### config.mk
export PLATFORM = sky130hd
export DESIGN_NAME = bclk_rate_gen
export DESIGN_NICKNAME = d
export VERILOG_FILES = /design/src/rtl/bclk_pkg.sv /design/src/rtl/bclk_regs.sv /design/src/rtl/bclk_div.sv /design/src/rtl/bclk_rate_gen.sv
export SDC_FILE = /design/constraint.sdc
export NUM_CORES = 1
export LEC_CHECK = 0
export BUFFER_PORTS_ARGS = -buffer_cell sky130_fd_sc_hd__buf_4
export CORE_MARGIN = 3
export CORE_UTILIZATION = 35
export CTS_CLUSTER_DIAMETER = 40
export CTS_CLUSTER_SIZE = 20
export DETAILED_ROUTE_END_ITERATION = 7
export GPL_ROUTABILITY_DRIVEN = 1
export MAX_ROUTING_LAYER = met4
export PLACE_DENSITY = 0.49
export SYNTH_ARGS = -nofsm -noshare
export SYNTH_HDL_FRONTEND = slang
export SYNTH_SLANG_ARGS = --single-unit
### constraint.sdc
create_clock -name clk -period 4.05 [get_ports clk]
set_input_delay 0.81 -clock clk [delete_from_list [all_inputs] [get_ports clk]]
set_output_delay 0.81 -clock clk [all_outputs]
set_load 0.03 [all_outputs]
### src/rtl/bclk_pkg.sv
package bclk_pkg;
   typedef enum logic [1:0] {
      SEL_HI   = 2'd0,
      SEL_LO   = 2'd1,
      SEL_CTL  = 2'd2,
      SEL_NONE = 2'd3
   } reg_sel_e;

   localparam logic [7:0] HI_RST  = 8'h00;
   localparam logic [7:0] LO_RST  = 8'h04;
   localparam logic [7:0] CTL_RST = 8'h00;

   localparam int CTL_WOR_BIT = 6;
   localparam int CTL_BUS_BIT = 5;
   localparam int CTL_PAR_BIT = 0;
   localparam logic [7:0] CTL_MASK = 8'h61;

   localparam int HI_TST_BIT = 7;
   localparam int HI_SMP_BIT = 6;
   localparam int HI_RSM_BIT = 5;
endpackage

### src/rtl/bclk_regs.sv
module bclk_regs
   import bclk_pkg::*;
#(
   parameter int RATE_W = 13
) (
   input  logic              clk,
   input  logic              rst_n,
   input  logic              wr_en,
   input  logic [1:0]        sel,
   input  logic [7:0]        wdata,
   output logic [7:0]        rdata,
   output logic [RATE_W-1:0] rate_eff,
   output logic              commit,
   output logic [2:0]        hi_flags,
   output logic [7:0]        ctl_val
);
   localparam int HI_W = RATE_W - 8;
   localparam logic [7:0] HI_MASK = 8'hE0 | 8'((1 << HI_W) - 1);

   logic [7:0] hi_q, lo_q, stage_q, ctl_q;
   logic [RATE_W-1:0] rate_q, rate_nxt;

   assign commit   = wr_en && (sel == SEL_LO);
   assign rate_q   = {hi_q[HI_W-1:0], lo_q};
   assign rate_nxt = {stage_q[HI_W-1:0], wdata};
   assign rate_eff = commit ? rate_nxt : rate_q;

   always_ff @(posedge clk or negedge rst_n) begin
      if (!rst_n) begin
         hi_q    <= HI_RST;
         lo_q    <= LO_RST;
         stage_q <= HI_RST;
         ctl_q   <= CTL_RST;
      end else if (wr_en) begin
         case (sel)
            SEL_HI:  stage_q <= wdata & HI_MASK;
            SEL_LO: begin
               hi_q <= stage_q;
               lo_q <= wdata;
            end
            SEL_CTL: ctl_q <= wdata & CTL_MASK;
            default: ;
         endcase
      end
   end

   always_comb begin
      case (sel)
         SEL_HI:  rdata = hi_q;
         SEL_LO:  rdata = lo_q;
         SEL_CTL: rdata = ctl_q;
         default: rdata = 8'h00;
      endcase
   end

   assign hi_flags = {hi_q[HI_TST_BIT], hi_q[HI_SMP_BIT], hi_q[HI_RSM_BIT]};
   assign ctl_val  = ctl_q;


   stage_hold_chk: assert property (@(posedge clk) disable iff (!rst_n)
      (wr_en && sel == SEL_HI) |=> ($stable(rate_q) && $stable(hi_q)));


   none_sel_chk: assert property (@(posedge clk) disable iff (!rst_n)
      (wr_en && sel == SEL_NONE) |=> ($stable(rate_q) && $stable(ctl_q) && $stable(stage_q)));
endmodule

### src/rtl/bclk_div.sv
module bclk_div #(
   parameter int PRESCALE = 32,
   parameter int RATE_W   = 13
) (
   input  logic              clk,
   input  logic              rst_n,
   input  logic [RATE_W-1:0] rate_eff,
   input  logic              load,
   input  logic              run_req,
   output logic              tick
);
   localparam longint MAX_SPAN = longint'(PRESCALE) * ((longint'(1) << RATE_W) - 1);
   localparam int     CNT_W    = $clog2(MAX_SPAN);
   localparam bit     P_POW2   = (PRESCALE & (PRESCALE - 1)) == 0;
   localparam int     SH       = $clog2(PRESCALE);

   logic [CNT_W-1:0] span, reload, cnt_q;
   logic active, active_q, restart;

   generate
      if (P_POW2) begin : g_shift
         assign span = CNT_W'(rate_eff) << SH;
      end else begin : g_mult
         assign span = CNT_W'(rate_eff) * CNT_W'(PRESCALE);
      end
   endgenerate

   assign reload  = span - 1'b1;
   assign active  = run_req && (rate_eff != '0);
   assign restart = active && (load || !active_q);
   assign tick    = active && !restart && (cnt_q == '0);

   always_ff @(posedge clk or negedge rst_n) begin
      if (!rst_n) begin
         cnt_q    <= '0;
         active_q <= 1'b0;
      end else begin
         active_q <= active;
         if (!active)          cnt_q <= '0;
         else if (restart)     cnt_q <= reload;
         else if (cnt_q == '0) cnt_q <= reload;
         else                  cnt_q <= cnt_q - 1'b1;
      end
   end


   zero_rate_chk: assert property (@(posedge clk) disable iff (!rst_n)
      (rate_eff == '0) |-> !tick);
endmodule

### src/rtl/bclk_rate_gen.sv
module bclk_rate_gen
   import bclk_pkg::*;
#(
   parameter int PRESCALE = 32,
   parameter int RATE_W   = 13
) (
   input  logic       clk,
   input  logic       rst_n,
   input  logic       wr_en,
   input  logic [1:0] reg_sel,
   input  logic [7:0] wr_data,
   output logic [7:0] rd_data,
   input  logic       rx_en,
   input  logic       tx_en,
   output logic       tick,
   output logic       wired_or_mode,
   output logic       bus_mode_en,
   output logic       parity_odd,
   output logic       test_mode,
   output logic       sample_mode,
   output logic       reset_mode
);
   generate
      if (PRESCALE < 2) begin : g_bad_prescale
         $error("PRESCALE must be at least 2");
      end
      if (RATE_W < 9 || RATE_W > 13) begin : g_bad_rate_w
         $error("RATE_W must lie in 9..13");
      end
   endgenerate

   logic [RATE_W-1:0] rate_eff;
   logic              commit;
   logic [2:0]        hi_flags;
   logic [7:0]        ctl_val;

   bclk_regs #(.RATE_W(RATE_W)) u_regs (
      .clk      (clk),
      .rst_n    (rst_n),
      .wr_en    (wr_en),
      .sel      (reg_sel),
      .wdata    (wr_data),
      .rdata    (rd_data),
      .rate_eff (rate_eff),
      .commit   (commit),
      .hi_flags (hi_flags),
      .ctl_val  (ctl_val)
   );

   bclk_div #(.PRESCALE(PRESCALE), .RATE_W(RATE_W)) u_div (
      .clk      (clk),
      .rst_n    (rst_n),
      .rate_eff (rate_eff),
      .load     (commit),
      .run_req  (rx_en | tx_en),
      .tick     (tick)
   );

   assign {test_mode, sample_mode, reset_mode} = hi_flags;
   assign wired_or_mode = ctl_val[CTL_WOR_BIT];
   assign bus_mode_en   = ctl_val[CTL_BUS_BIT];
   assign parity_odd    = ctl_val[CTL_PAR_BIT];


   idle_no_tick_chk: assert property (@(posedge clk) disable iff (!rst_n)
      (!rx_en && !tx_en) |-> !tick);


   tick_pulse_chk: assert property (@(posedge clk) disable iff (!rst_n)
      tick |=> !tick);
endmodule

# Word-level counts from Yosys, hierarchy flattened
# Index checks and enable logic that the tools add are counted.
[word_totals]
reg_bits = 46
elab_cells = 30
[classes]
add_sub_neg = 2
eq_ne = 2
n_mux = 5
bitwise = 1
n_reduce_logical = 14
[op_table]
columns = ["cell", "count"]
rows = [
  ["18-bit 2-to-1 mux", 3],
  ["18-bit by 1-bit subtractor with 18-bit output (second input constant)", 2],
  ["8-bit one-hot mux with 3 select lines", 1],
  ["18-bit zero test", 1],
  ["13-bit 2-to-1 mux", 1],
  ["13-bit nonzero test", 1],
  ["2-bit AND reduction", 3],
  ["1-bit logical AND", 5],
  ["2-bit by 1-bit equality test with 1-bit output (second input constant)", 1],
  ["2-bit equality test (second input constant)", 1],
  ["1-bit zero test", 2],
  ["2-bit zero test", 1],
  ["1-bit logical OR", 1],
  ["1-bit bitwise OR", 1],
]

# Depth between registers and ports, before layout
[logic_depth]
word_depth = 9
depth_mapped = 12
ltp_nobuf = 9

# Cells and area by module
# From an unflattened synthesis, not the netlist that was laid out.
[hier_totals]
cells_unflattened = 222
hier_area_um2 = 2548.7
[modules_own_cells]
columns = ["module", "instances", "cells_each", "area_per_inst_um2"]
rows = [
  ["bclk_regs", 1, 87, 1287.5],
  ["bclk_div", 1, 134, 1255.0],
  ["bclk_rate_gen", 1, 1, 6.3],
]

# Worst setup path after synthesis
# No wires, ideal clock.
[synth_path]
kind = "input-to-output"
start = "in reg_sel[1]"
end = "out tick"
arrival_time_ns = 2.636
required_ns = 3.240
slack_ns = 0.604
stages = 10
path_cell_list = "and3b_1 clkbuf_8 clkbuf_1 mux2i_1 ha_1 o221ai_1 buf_2 nand2_1 inv_1 and3_1"
[synth_via]
elab_chain_len = 9
[synth_rtl]
columns = ["element", "line_no", "rtl"]
rows = [
  ["from (decl)", "bclk_rate_gen.sv:10", "input logic [1:0] reg_sel,"],
  ["2-bit by 1-bit equality test with 1-bit output (*)", "bclk_regs.sv:23", "assign commit = wr_en && (sel == SEL_LO);"],
  ["1-bit logical AND (*)", "bclk_regs.sv:23", ""],
  ["13-bit 2-to-1 mux (*)", "bclk_regs.sv:26", "assign rate_eff = commit ? rate_nxt : rate_q;"],
  ["13-bit nonzero test (*)", "bclk_div.sv:29", "assign active = run_req && (rate_eff != '0);"],
  ["1-bit logical AND (*)", "bclk_div.sv:29", ""],
  ["named net u_div.active", "bclk_div.sv:18", "logic active, active_q, restart;"],
  ["1-bit logical AND", "bclk_div.sv:30", "assign restart = active && (load || !active_q);"],
  ["1-bit zero test", "bclk_div.sv:31", "assign tick = active && !restart && (cnt_q == '0);"],
  ["1-bit logical AND (*) (2 in a row)", "bclk_div.sv:31", ""],
  ["to (decl)", "bclk_rate_gen.sv:15", "output logic tick,"],
]
# Mark *: on every way through the listed nets, which the timed path passes. The rest lies on a longest branch.

# Worst setup path after layout
# Same ends and word-level chain as after synthesis.

==> metrics.yaml <==
outcome:
  status: "completed"
cells_and_area:
  multi_input_area_mm2: 0.00150
  seqCellArea_mm2: 0.00115
  diodes: 0
  final_nets: 334
  final_design_area_no_fill_mm2: 0.00320
  syn_to_final_growth_pct: 16.0
  fin_util_pct: 43.0
  fillCellCount: 773
  drive_gt1_share_pct: 24.5
global_routing:
  grt_pass1_wl_mm: 12.2
  grt.overflow.total: 0
  grt_use_met1_pct: 25.3
  grt_use_met3_pct: 2.63
  grt_max_degree: 47
  grtUsageMet2_pct: 27.8
  grt_pass1_vias: 2281
  track_usage_pct: 18.1
  gr-max-usage-layer: "met2"
  antenna_found_initial: 0
worst_setup_path:
  crit_path_top_delay_cell: "and3b_1"
  crit_fanout: 13
  worstSetupPathType: "primary input to output port"
  crit_required_ps: 3240
  rr_startpoint: "u_regs.lo_q[3]"
  cp-start-kind: "primary input"
  crit_arrival_ps: 2680
  cpMostUsedCell: "buf_4"
  rrSetupSlack_ps: 1560
  crit_path_cell_trace: "buf_4, and3b_1, buf_4, nor4_1, o221ai_1, nand2_1, inv_1, and3_1, buf_4"
  worstSetupEndpointType: "output port"
  crit_start: "reg_sel[1]"
  max_stage_delay_ps: 360
sta:
  period_minus_slack_ps: 3490
  fin_skew_ps: 9.92
  report.final.slew_viol_count: 0
  tns_ps: 0
  grt_setup_unrepaired: "false"
  setup_viol: 0
  fin_ws_ps: 561
  fmax_ghz: 0.287
  hold_viol_final: 0
  post-route-period-util_pct: 86.1
  worst_pin_slew_ps: 882
  slew_headroom_pct: 40.7
clock_network:
  cts_buffer_depth: 2
  cts_tree: "done"
  cts_resized: 0
  cts_buffers: 5
  hold_buffers: 0
  clkLatencyLatePin_ps: 300
  htreeDepth: 2
  cts_sinks: 46
  clock-root-buffer: "clkbuf_8"
  clkTransAtPathRegs_ps: 90
  post_cts_buffers: 0
floorplan:
  rows: 31
  ios: 30
  core_area_mm2: 0.00745
  start_util_pct: 37.1
  dieWidth_um: 94.8
  dieArea_mm2: 0.00899
  die_h_um: 94.8
drt:
  drc_errors: 0
  drt-total-wl_mm: 7.18
  via_per_inst: 5.38
  firstDrtPassIters: 5
  ant_nets: 0
  vias: 2244
  drt_iter0_drc: 134
  wl_per_cell_um: 17.2
logic_synthesis:
  synth_edf_count: 0
  synth_common_cells: "dfrtp_1, nand2_1, mux2i_1"
  syn_inst: 287
  ys_types: 52
  synthesis.nets: 304
  syn-cell-area_mm2: 0.00276
  yosysTopAreaCell: "dfrtp_1"
  synth-seq-area-share_pct: 41.7
  synth.avg_cell_area_um2: 9.62
  synth_area_leaders: "dfrtp_1, mux2i_1, mux2_2"
  ys_ff_latch: 46
  synth.most_common_cell: "dfrtp_1"
  synth_flop_cell: "dfrtp_1"
  yosysWarnings: 0
  synth_top_cell_area_share_pct: 40.8
  async_flop_share_pct: 100
pwr:
  ir_drop_uv: 230
  power.density_mw_per_mm2: 503
  leakagePower_uw: 0.00139
worst_hold_path:
  min-delay-path-class: "register to register"
  hp-start: "u_regs.stage_q[7]"
placement:
  gp_congestion: 0.813
  port_buffers: 29
  dpl.hpwl_mm: 5.41
  dp_slack_ps: 571
  placed_area_mm2: 0.00309
flow_run:
  max-cap-violations: 0
[kinds of logic (layout without fill, tap and decap cells)]
group	after synthesis	after routing	synth area share, %
AO/OA/AOI/OAI	37	37	10.2
XOR/XNOR	17	17	5.39
buffers and inverters	23	54	3.99
multiplexers	34	34	13.0
flip-flops	46	46	41.7
adder cells (fa/ha/maj)	2	2	0.906
AND/OR/NAND/NOR	128	128	24.7
[power breakdown]
part / total [uW] / internal [uW] / switching [uW]
clock: 359 / 202 / 158
combinational: 553 / 248 / 305
sequential: 699 / 573 / 125
[worst paths after layout]
check | end | cells past startpoint
min in group asynchronous | u_div.cnt_q[17] | 1
setup / recovery | tick | 9
max in group asynchronous | u_regs.stage_q[6] | 1
hold reg to reg | u_regs.hi_q[7] | 2
setup reg to reg | u_div.cnt_q[4] | 6
hold / removal | u_regs.hi_q[7] | 2
[final cells by class]
class                   instances  share of cell area [%]
repair buffers                 37                    8.67
clock buffers                   7                    2.70
flip-flops and latches         46                    36.0
clock inverters                 1                   0.938
multi-input cells             218                    46.8
well taps                      99                    3.87
inverters                       9                    1.05
[critical path, delay by kind of cell]
kind | cells | cell delay, ps
AO/OA/AOI/OAI | 1 | 230
AND/OR/NAND/NOR | 4 | 1000
buffers and inverters | 4 | 640
[sequential cells by signal, indices dropped and copies added (netlist names)]
signal and flops:
u_regs.ctl_val 3, u_regs.stage_q 8, u_div.cnt_q 18, u_regs.lo_q 8, u_div.active_q 1, u_regs.hi_q 8
[metal layers]
metal	up-vias	wire length (um)	share of wire, %
met3	2	219	3.1
met4	0	39	0.54
li1	1108	-	-
met2	31	3440	48
met1	1103	3470	48
met5	-	0	0
[stage by stage]
step                total power (uW)  std cells  hold slack [ps]
floorplan                       1070        287              435
global placement                1260        409              476
detailed placement              1260        409              465
CTS                             1630        417              490
global route                    1730        417              505
finish                          1610        417              487
[placed cells by master (no fill, tap or decap), types with 4 or more instances in the layout]
master,Yosys,layout
nor2_1,13,13
xnor2_1,14,14
or2_2,7,7
nor4_1,11,11
a21oi_1,5,5
nor3_1,15,15
inv_1,9,9
dfrtp_1,45,45
nand3_1,11,11
nand2_1,39,39
clkbuf_8,2,6
o2111ai_1,4,4
o31ai_1,5,5
mux2_2,15,15
nand4_1,7,7
mux2i_1,19,19
o21ai_0,7,7
buf_4,0,37
or3_1,4,4
No activity file was read; power rests on OpenSTA's default activity.
